### config.mk
export PLATFORM = sky130hd
export DESIGN_NAME = osc_freq_meter
export DESIGN_NICKNAME = d
export VERILOG_FILES = /design/src/rtl/osc_meas_pkg.sv /design/src/rtl/osc_edge_sync.sv /design/src/rtl/osc_window_counter.sv /design/src/rtl/osc_band_match.sv /design/src/rtl/osc_freq_meter.sv
export SDC_FILE = /design/constraint.sdc
export NUM_CORES = 1
export LEC_CHECK = 0
export BUFFER_PORTS_ARGS = -buffer_cell sky130_fd_sc_hd__buf_2
export CELL_PAD_IN_SITES_DETAIL_PLACEMENT = 1
export CELL_PAD_IN_SITES_GLOBAL_PLACEMENT = 1
export CORE_AREA = 2 2 97 99
export CTS_BUF_LIST = sky130_fd_sc_hd__clkbuf_4 sky130_fd_sc_hd__clkbuf_8 sky130_fd_sc_hd__clkbuf_16
export DETAILED_ROUTE_END_ITERATION = 8
export DIE_AREA = 0 0 99 101
export GPL_TIMING_DRIVEN = 1
export PLACE_DENSITY = 0.58
export SETUP_SLACK_MARGIN = 0.02
export SYNTH_ARGS = -nofsm -noshare
export SYNTH_HDL_FRONTEND = slang
export SYNTH_SLANG_ARGS = --single-unit
export TNS_END_PERCENT = 1
### constraint.sdc
create_clock -name clk -period 5.6 [get_ports clk]
set_input_delay 0.84 -clock clk [delete_from_list [all_inputs] [get_ports clk]]
set_output_delay 0.84 -clock clk [all_outputs]
set_load 0.05 [all_outputs]
### src/rtl/osc_meas_pkg.sv
package osc_meas_pkg;
  localparam int NUM_BANDS = 7;
  localparam int FREQ_W    = 16;

  typedef logic [FREQ_W-1:0] freq_t;

  typedef enum logic [1:0] {
    MS_IDLE,
    MS_ARM,
    MS_RUN
  } meas_state_e;

  localparam int unsigned BAND_LO [NUM_BANDS] = '{706, 766, 991, 1133, 1535, 2268, 2836};
  localparam int unsigned BAND_HI [NUM_BANDS] = '{757, 820, 1059, 1210, 1638, 2418, 3023};
  localparam freq_t BAND_KHZ [NUM_BANDS] =
    '{16'd12000, 16'd13000, 16'd16800, 16'd19200, 16'd26000, 16'd38400, 16'd48000};
endpackage

### src/rtl/osc_edge_sync.sv
module osc_edge_sync #(
  parameter int STAGES = 2
) (
  input  logic clk,
  input  logic rst_n,
  input  logic async_in,
  output logic rise_o
);
  logic [STAGES:0] chain;

  always_ff @(posedge clk or negedge rst_n) begin
    if (!rst_n) chain <= '0;
    else        chain <= {chain[STAGES-1:0], async_in};
  end

  // chain[STAGES-1] is the synchronized level, chain[STAGES] its delayed copy
  assign rise_o = chain[STAGES-1] & ~chain[STAGES];
endmodule

### src/rtl/osc_window_counter.sv
module osc_window_counter
  import osc_meas_pkg::*;
#(
  parameter int CNT_W = 16,
  parameter int WIN_W = 8
) (
  input  logic             clk,
  input  logic             rst_n,
  input  logic             trig,
  input  logic [WIN_W-1:0] win_len,
  input  logic             slow_rise,
  output logic             busy,
  output logic [CNT_W-1:0] count
);
  localparam logic [CNT_W-1:0] CNT_MAX = {CNT_W{1'b1}};

  meas_state_e      state;
  logic             trig_q;
  logic [WIN_W-1:0] win_q;
  logic [WIN_W-1:0] per_cnt;

  always_ff @(posedge clk or negedge rst_n) begin
    if (!rst_n) begin
      state   <= MS_IDLE;
      trig_q  <= 1'b0;
      win_q   <= '0;
      per_cnt <= '0;
      count   <= '0;
    end else begin
      trig_q <= trig;
      unique case (state)
        MS_IDLE: begin
          if (trig && !trig_q) begin
            state <= MS_ARM;
            count <= '0;
            win_q <= win_len;
          end
        end
        MS_ARM: begin
          if (slow_rise) begin
            state   <= MS_RUN;
            per_cnt <= '0;
          end
        end
        MS_RUN: begin
          if (count != CNT_MAX) count <= count + 1'b1;
          if (slow_rise) begin
            if (per_cnt == win_q) state <= MS_IDLE;
            else                  per_cnt <= per_cnt + 1'b1;
          end
        end
        default: state <= MS_IDLE;
      endcase
    end
  end

  assign busy = (state != MS_IDLE);
endmodule

### src/rtl/osc_band_match.sv
module osc_band_match
  import osc_meas_pkg::*;
#(
  parameter int CNT_W = 16
) (
  input  logic [CNT_W-1:0]     count,
  output logic [NUM_BANDS-1:0] hit,
  output freq_t                freq_khz
);
  logic [31:0] cnt_ext;
  assign cnt_ext = 32'(count);

  for (genvar b = 0; b < NUM_BANDS; b++) begin : g_band
    assign hit[b] = (cnt_ext >= BAND_LO[b]) && (cnt_ext <= BAND_HI[b]);
  end

  always_comb begin
    freq_khz = '0;
    for (int b = 0; b < NUM_BANDS; b++) begin
      if (hit[b]) freq_khz = freq_khz | BAND_KHZ[b];
    end
  end
endmodule

### src/rtl/osc_freq_meter.sv
module osc_freq_meter
  import osc_meas_pkg::*;
#(
  parameter int CNT_W     = 16,
  parameter int WIN_W     = 8,
  parameter int SYNC_STGS = 2
) (
  input  logic             clk,
  input  logic             rst_n,
  input  logic             slow_clk,
  input  logic             trig,
  input  logic [WIN_W-1:0] win_len,
  output logic             busy,
  output logic [CNT_W-1:0] count,
  output logic [FREQ_W-1:0] freq_khz
);
  logic                 slow_rise;
  logic [NUM_BANDS-1:0] band_hit;

  osc_edge_sync #(.STAGES(SYNC_STGS)) u_sync (
    .clk     (clk),
    .rst_n   (rst_n),
    .async_in(slow_clk),
    .rise_o  (slow_rise)
  );

  osc_window_counter #(.CNT_W(CNT_W), .WIN_W(WIN_W)) u_cnt (
    .clk      (clk),
    .rst_n    (rst_n),
    .trig     (trig),
    .win_len  (win_len),
    .slow_rise(slow_rise),
    .busy     (busy),
    .count    (count)
  );

  osc_band_match #(.CNT_W(CNT_W)) u_match (
    .count   (count),
    .hit     (band_hit),
    .freq_khz(freq_khz)
  );
endmodule

==> results of run 1 <==
[how the worst min path moves through the flow]
stage                    startpoint               to  slack (ns)  cells past startpoint
floorplan           u_sync.chain[0]  u_sync.chain[1]        0.33                      0
finish              u_sync.chain[0]  u_sync.chain[1]        0.36                      0
detailed placement  u_sync.chain[0]  u_sync.chain[1]        0.34                      0
CTS                 u_sync.chain[0]  u_sync.chain[1]        0.36                      0
global placement    u_sync.chain[0]  u_sync.chain[1]        0.34                      0
global route        u_sync.chain[0]  u_sync.chain[1]        0.36                      0
[synthesized netlist by cell type, drive strengths merged (3+ instances only)]
cell type and n:
dfrtp 38, nand2 26, nand3 21, o21ai 19, a21oi 15, clkbuf 15, nor2 13, inv 11
nand4 10, and3 9, buf 9, mux2 8, xor2 8, nand2b 7, nor2b 7, nor4 7
or3 7, ha 6, a211oi 4, and4 4, nor3 4, o31ai 4, or4 4, a22oi 3
mux2i 3, o211ai 3, xnor2 3
[layout make-up]
cell class                      instances  area, sq um  area share (%)
Tap cell                              111          139            4.76
Timing Repair Buffer                   42          213            7.28
Clock buffer                            6         82.6            2.83
Sequential cell                        38          951            32.6
Multi-Input combinational cell        227         1480            50.7
Clock inverter                          2         12.5           0.428
Inverter                               11         41.3            1.41
[power by group]
part | total (mW) | internal, mW | switching [mW]
registers | 0.450 | 0.337 | 0.113
clock network | 0.203 | 0.0991 | 0.104
logic | 0.383 | 0.147 | 0.237
total | 1.04 | 0.583 | 0.454
[routing by layer]
metal | wire length (um) | track usage, % | part of all wire (%) | up-vias
li1 | - | - | - | 1143
met2 | 3440 | 25.5 | 47 | 46
met1 | 3510 | 20.3 | 48 | 1152
met3 | 237 | 2.50 | 3.3 | 9
met5 | 0 | 0 | 0 | -
met4 | 91 | 4.11 | 1.3 | 0
[per-stage QoR]
stage	util (%)	total power, mW	cell area [sq um]	hold slack (ns)
after floorplan	-	0.743	2610	0.331
final	32.5	1.04	2920	0.357
after CTS	32.5	1.05	2920	0.361
after detailed placement	31.5	0.846	2830	0.341
after global placement	31.5	0.830	2830	0.336
after global routing	32.5	1.11	2920	0.363
[sequential cells by signal, indices dropped and copies added, names as in the netlist]
register,cells
u_cnt.count,16
u_cnt.per_cnt,8
u_cnt.state,2
u_cnt.trig_q,1
u_cnt.win_q,8
u_sync.chain,3
[cell families after synthesis]
| group | after synthesis |
|---|---|
| muxes | 11 |
| buffers and inverters | 35 |
| other | 1 |
| xor gates and xnor gates | 11 |
| AOI/OAI and AO/OA | 67 |
| adders and majority gates | 6 |
| DFF | 38 |
| and+or+nand+nor | 129 |
[worst max-delay path: stages, from the launching register on]
cell and delay, ns:
dfrtp_1 0.63, ha_1 0.31, and3_2 0.24, nand4_1 0.10
a311o_1 0.34, and2_1 0.19, nand4_1 0.09, buf_2 0.27
==> out/qor.yml, run 1 <==
yosysTopAreaCellShare_pct: 36.6
dp_hpwl_um: 5130
synth_seq_cells: 38
core_area_sq_um: 8980
synth_simple_gate_area_share_pct: 28.4
initial_core_util_pct: 28.9
synthMuxAreaShare_pct: 4.62
htreeDepth: 2
synth_top_area_cell: "dfrtp_1"
max_slew_margin_pct: 42.1
die_x_um: 99
grtUsageTotal_pct: 15.2
synth_compound_area_share_pct: 16.9
post-route-min-period_ns: 3.31
pre_cts_ws_ns: 2.58
fp.dieH_um: 101
async_flop_share_pct: 100
grt_overflow: 0
leakagePower_nw: 1.34
synth_top_family_by_area: "simple AND/OR/NAND/NOR gates"
rr_endpoint: "u_cnt.count[15]"
cts.path.max_buffers: 2
synthesis.instances: 298
io_pins: 45
hold_viol: 0
area_growth_pct: 12.4
cts_resized: 0
n_antenna_cell: 0
hold_class: "register to register"
worst_slew_pin_slew_ns: 0.869
synthAdderAreaFrac_pct: 2.89
synth-xor-area-share_pct: 3.71
detail-route-antenna-nets: 0
post-cts-setup-buffers: 0
io_buffers: 41
place_congestion: 0.791
via_count: 2350
first_pass_iters: 4
ys_seq_area_share_pct: 36.6
setup_slack_ns: 2.29
yosysWarnings: 0
period_share_pct: 59.0
r2r-start: "u_cnt.count[1]"
synth_edf_count: 0
crit_required_ns: 4.76
reg2reg_depth: 6
r2r_slack_ns: 3.09
fin_setup_tns_ns: 0
cts_sinks: 38
outcome: "completed"
final_cell_mix: "buf_2 (41), dfrtp_1 (38), nand2_1 (26), nand3_1 (21), o21ai_0 (19)"
fin_nets: 343
initialDrtViolationCount: 41
postCtsHoldBufs: 0
avgSynthCellArea_sq_um: 8.72
worst_setup_path_end_kind: "output pin"
peakVddDrop_uv: 215
slew_violations: 0
cts_tree: "built"
pwr_density_cell_nw_per_um2: 355
final_common_cell: "buf_2"
antenna_found_initial: 0
worst-setup-path-type: "register to output pin"
cap_violations: 0
drc: 0
endpoint: "freq_khz[7]"
clock.fmax_mhz: 303
die_area_sq_um: 10000
final_layout_size_suffix_gt1_share_pct: 20.9
cts_buffers: 5
syn_area_sq_um: 2600
rsz0062_at_grt: "false"
root_buffer: "clkbuf_8"
critPathMaxFanout: 14
clk_latency_ns: 0.29
synth.distinct_cells: 59
startpoint: "u_cnt.count[1]"
skew_ns: 0.00365
synth_ff_type: "dfrtp_1"
grt_max_degree: 39
synth.area.top_cells: "dfrtp_1 (37%), nand3_1 (4.0%), nand2_1 (3.8%)"
arrival_ns: 2.47
stdcell_count: 437
grt_pass1_vias: 2355
clkSlewWorstSetupHoldPaths_ns: 0.08
worst_setup_path_start_kind: "register"
wl_per_cell_um: 16.6
grt_pass1_wl_um: 12400
fillers: 1074
placed_cells: 429
row_count: 35
setup_viol_count_final: 0
finalWirelength_um: 7270
avgViaCountPerCell: 5.38
Power figures use the tool's default switching activity.
==> inputs of run 2 (changes only) <==
==> constraint.sdc (replaced) <==
create_clock -name clk -period 3.3 [get_ports clk]
set_input_delay 0.495 -clock clk [delete_from_list [all_inputs] [get_ports clk]]
set_output_delay 0.495 -clock clk [all_outputs]
set_load 0.05 [all_outputs]
==> run 2 against run 1 <==
  * Non-clock buffer count up 2
  * Sequential power is 65% higher
  * Combinational power up 75%
  * Sequential share of layout area down 0.32 points
  * Worst hold slack lost 0.054 ns
  * Routed wire length down 1.4%
  * Worst setup slack got worse by 2.0 ns
  * Count of clock-buffer cells in the layout shrank 1
  * Via count grew 1.3%
  * Clock power up 98%
==> out/qor.yml, run 2 (synthesis results as in run 1) <==
fin_nets: 345
first_pass_iters: 4
dpl_cell_area_sq_um: 2840
clk_latency_ns: 0.29
die_area_sq_um: 10000
fin_setup_tns_ns: 0
cp_slowest_stage_delay_ns: 0.64
finalWirelength_um: 7170
hold_class: "primary input to register"
initialDrtViolationCount: 70
pwr_density_cell_nw_per_um2: 615
multi_input_area_sq_um: 1480
rr_endpoint: "u_cnt.count[15]"
outcome: "completed"
post-cts-setup-buffers: 0
cts.path.max_buffers: 2
r2r-start: "u_cnt.count[1]"
root_buffer: "clkbuf_8"
n_antenna_cell: 0
area_growth_pct: 13.5
min_path_cells: 1
postCtsHoldBufs: 0
worst_slew_pin_slew_ns: 0.883
largest_reg_flops: 16
cts_tree: "built"
endpoint: "freq_khz[9]"
post-route-min-period_ns: 3.00
cts_resized: 0
clkSlewWorstSetupHoldPaths_ns: 0.08
startpoint: "u_cnt.count[14]"
fp.dieH_um: 101
final_common_cell: "buf_2"
rsz0062_at_grt: "false"
dp_hpwl_um: 5140
core_area_sq_um: 8980
crit_required_ns: 2.80
worst_setup_path_start_kind: "register"
htreeDepth: 2
detail-route-antenna-nets: 0
via_count: 2381
grt_pass1_wl_um: 12100
area.sequential_sq_um: 951
r2r_slack_ns: 0.83
cp_slowest_cell: "or4_1"
path_delay_family: "simple AND/OR/NAND/NOR gates"
place_congestion: 0.766
avgViaCountPerCell: 5.42
die_x_um: 99
fillers: 1091
slew_violations: 0
final_cell_mix: "buf_2 (41), dfrtp_1 (38), nand2_1 (26), nand3_1 (21), o21ai_0 (19)"
setup_viol_count_final: 0
crit_chain: "or4_1 > a2111oi_0 > o211ai_1 > nand4_1 > buf_2"
peakVddDrop_uv: 240
max_slew_margin_pct: 41.1
reg_top3: "u_cnt.count: 16 flops, u_cnt.per_cnt: 8 flops, u_cnt.win_q: 8 flops"
grt_pass1_vias: 2306
io_pins: 45
hold_viol: 0
drc: 0
initial_core_util_pct: 28.9
regMostFlops: "u_cnt.count"
reg2reg_depth: 6
skew_ns: 0.00502
worst_setup_path_end_kind: "output pin"
cp.depth: 5
cts_sinks: 38
cts_buffers: 5
critPathMaxFanout: 7
wl_per_cell_um: 16.3
final_layout_size_suffix_gt1_share_pct: 21.3
design_area_sq_um: 2950
p_total_mw: 1.81
period_share_pct: 90.9
grt_overflow: 0
crit_buf_inv: 1
row_count: 35
grtUsageTotal_pct: 14.8
grt_max_degree: 39
worst-setup-path-type: "register to output pin"
clock.fmax_mhz: 333
io_buffers: 41
antenna_found_initial: 0
cap_violations: 0
arrival_ns: 2.51
leakagePower_nw: 1.36
-- run 2: cell types whose count changed in the layout (fill, tap and decap cells not counted), sizes merged --
cell / change
buf: +2
bufinv: +1
clkbuf: -1
clkinv: +1
clkinvlp: -1
-- run 2: how the worst min path moves through the flow --
| stage | from | end |
|---|---|---|
| finish | slow_clk | u_sync.chain[0] |
| global route | slow_clk | u_sync.chain[0] |
| CTS | slow_clk | u_sync.chain[0] |
| detailed placement | u_sync.chain[0] | u_sync.chain[1] |
| global placement | u_sync.chain[0] | u_sync.chain[1] |
| floorplan | rst_n | u_cnt.count[0] |
-- run 2: area by class of cell --
cell class                      instances  share of cell area [%]
Multi-Input combinational cell        227                    50.2
Sequential cell                        38                    32.2
Timing Repair Buffer                   44                    7.72
Tap cell                              111                    4.71
Clock buffer                            5                    2.33
Inverter                               11                    1.40
Clock inverter                          3                    1.36
-- run 2: power breakdown --
part | internal, mW | switching [mW]
combinational | 0.255 | 0.414
clock | 0.223 | 0.179
sequential | 0.573 | 0.171
total | 1.05 | 0.764
-- run 2: stage by stage --
stage,util (%),hold WS (ns),cells,setup WS [ns]
2_1_floorplan,-,0.199,300,0.446
3_3_place_gp,31.6,0.337,431,0.689
3_5_place_dp,31.6,0.340,431,0.599
4_1_cts,32.9,0.293,439,0.263
5_1_grt,32.9,0.292,439,0.0383
6_report,32.9,0.304,439,0.299
-- run 2: layer usage --
metal	routed length (um)	share of wire [%]	vias to the layer above	global-route usage (%)
met5	0	0	-	0
met4	70	0.98	0	3.06
met2	3450	48	50	25.3
met1	3360	47	1175	19.5
li1	-	-	1147	-
met3	287	4.0	9	2.84
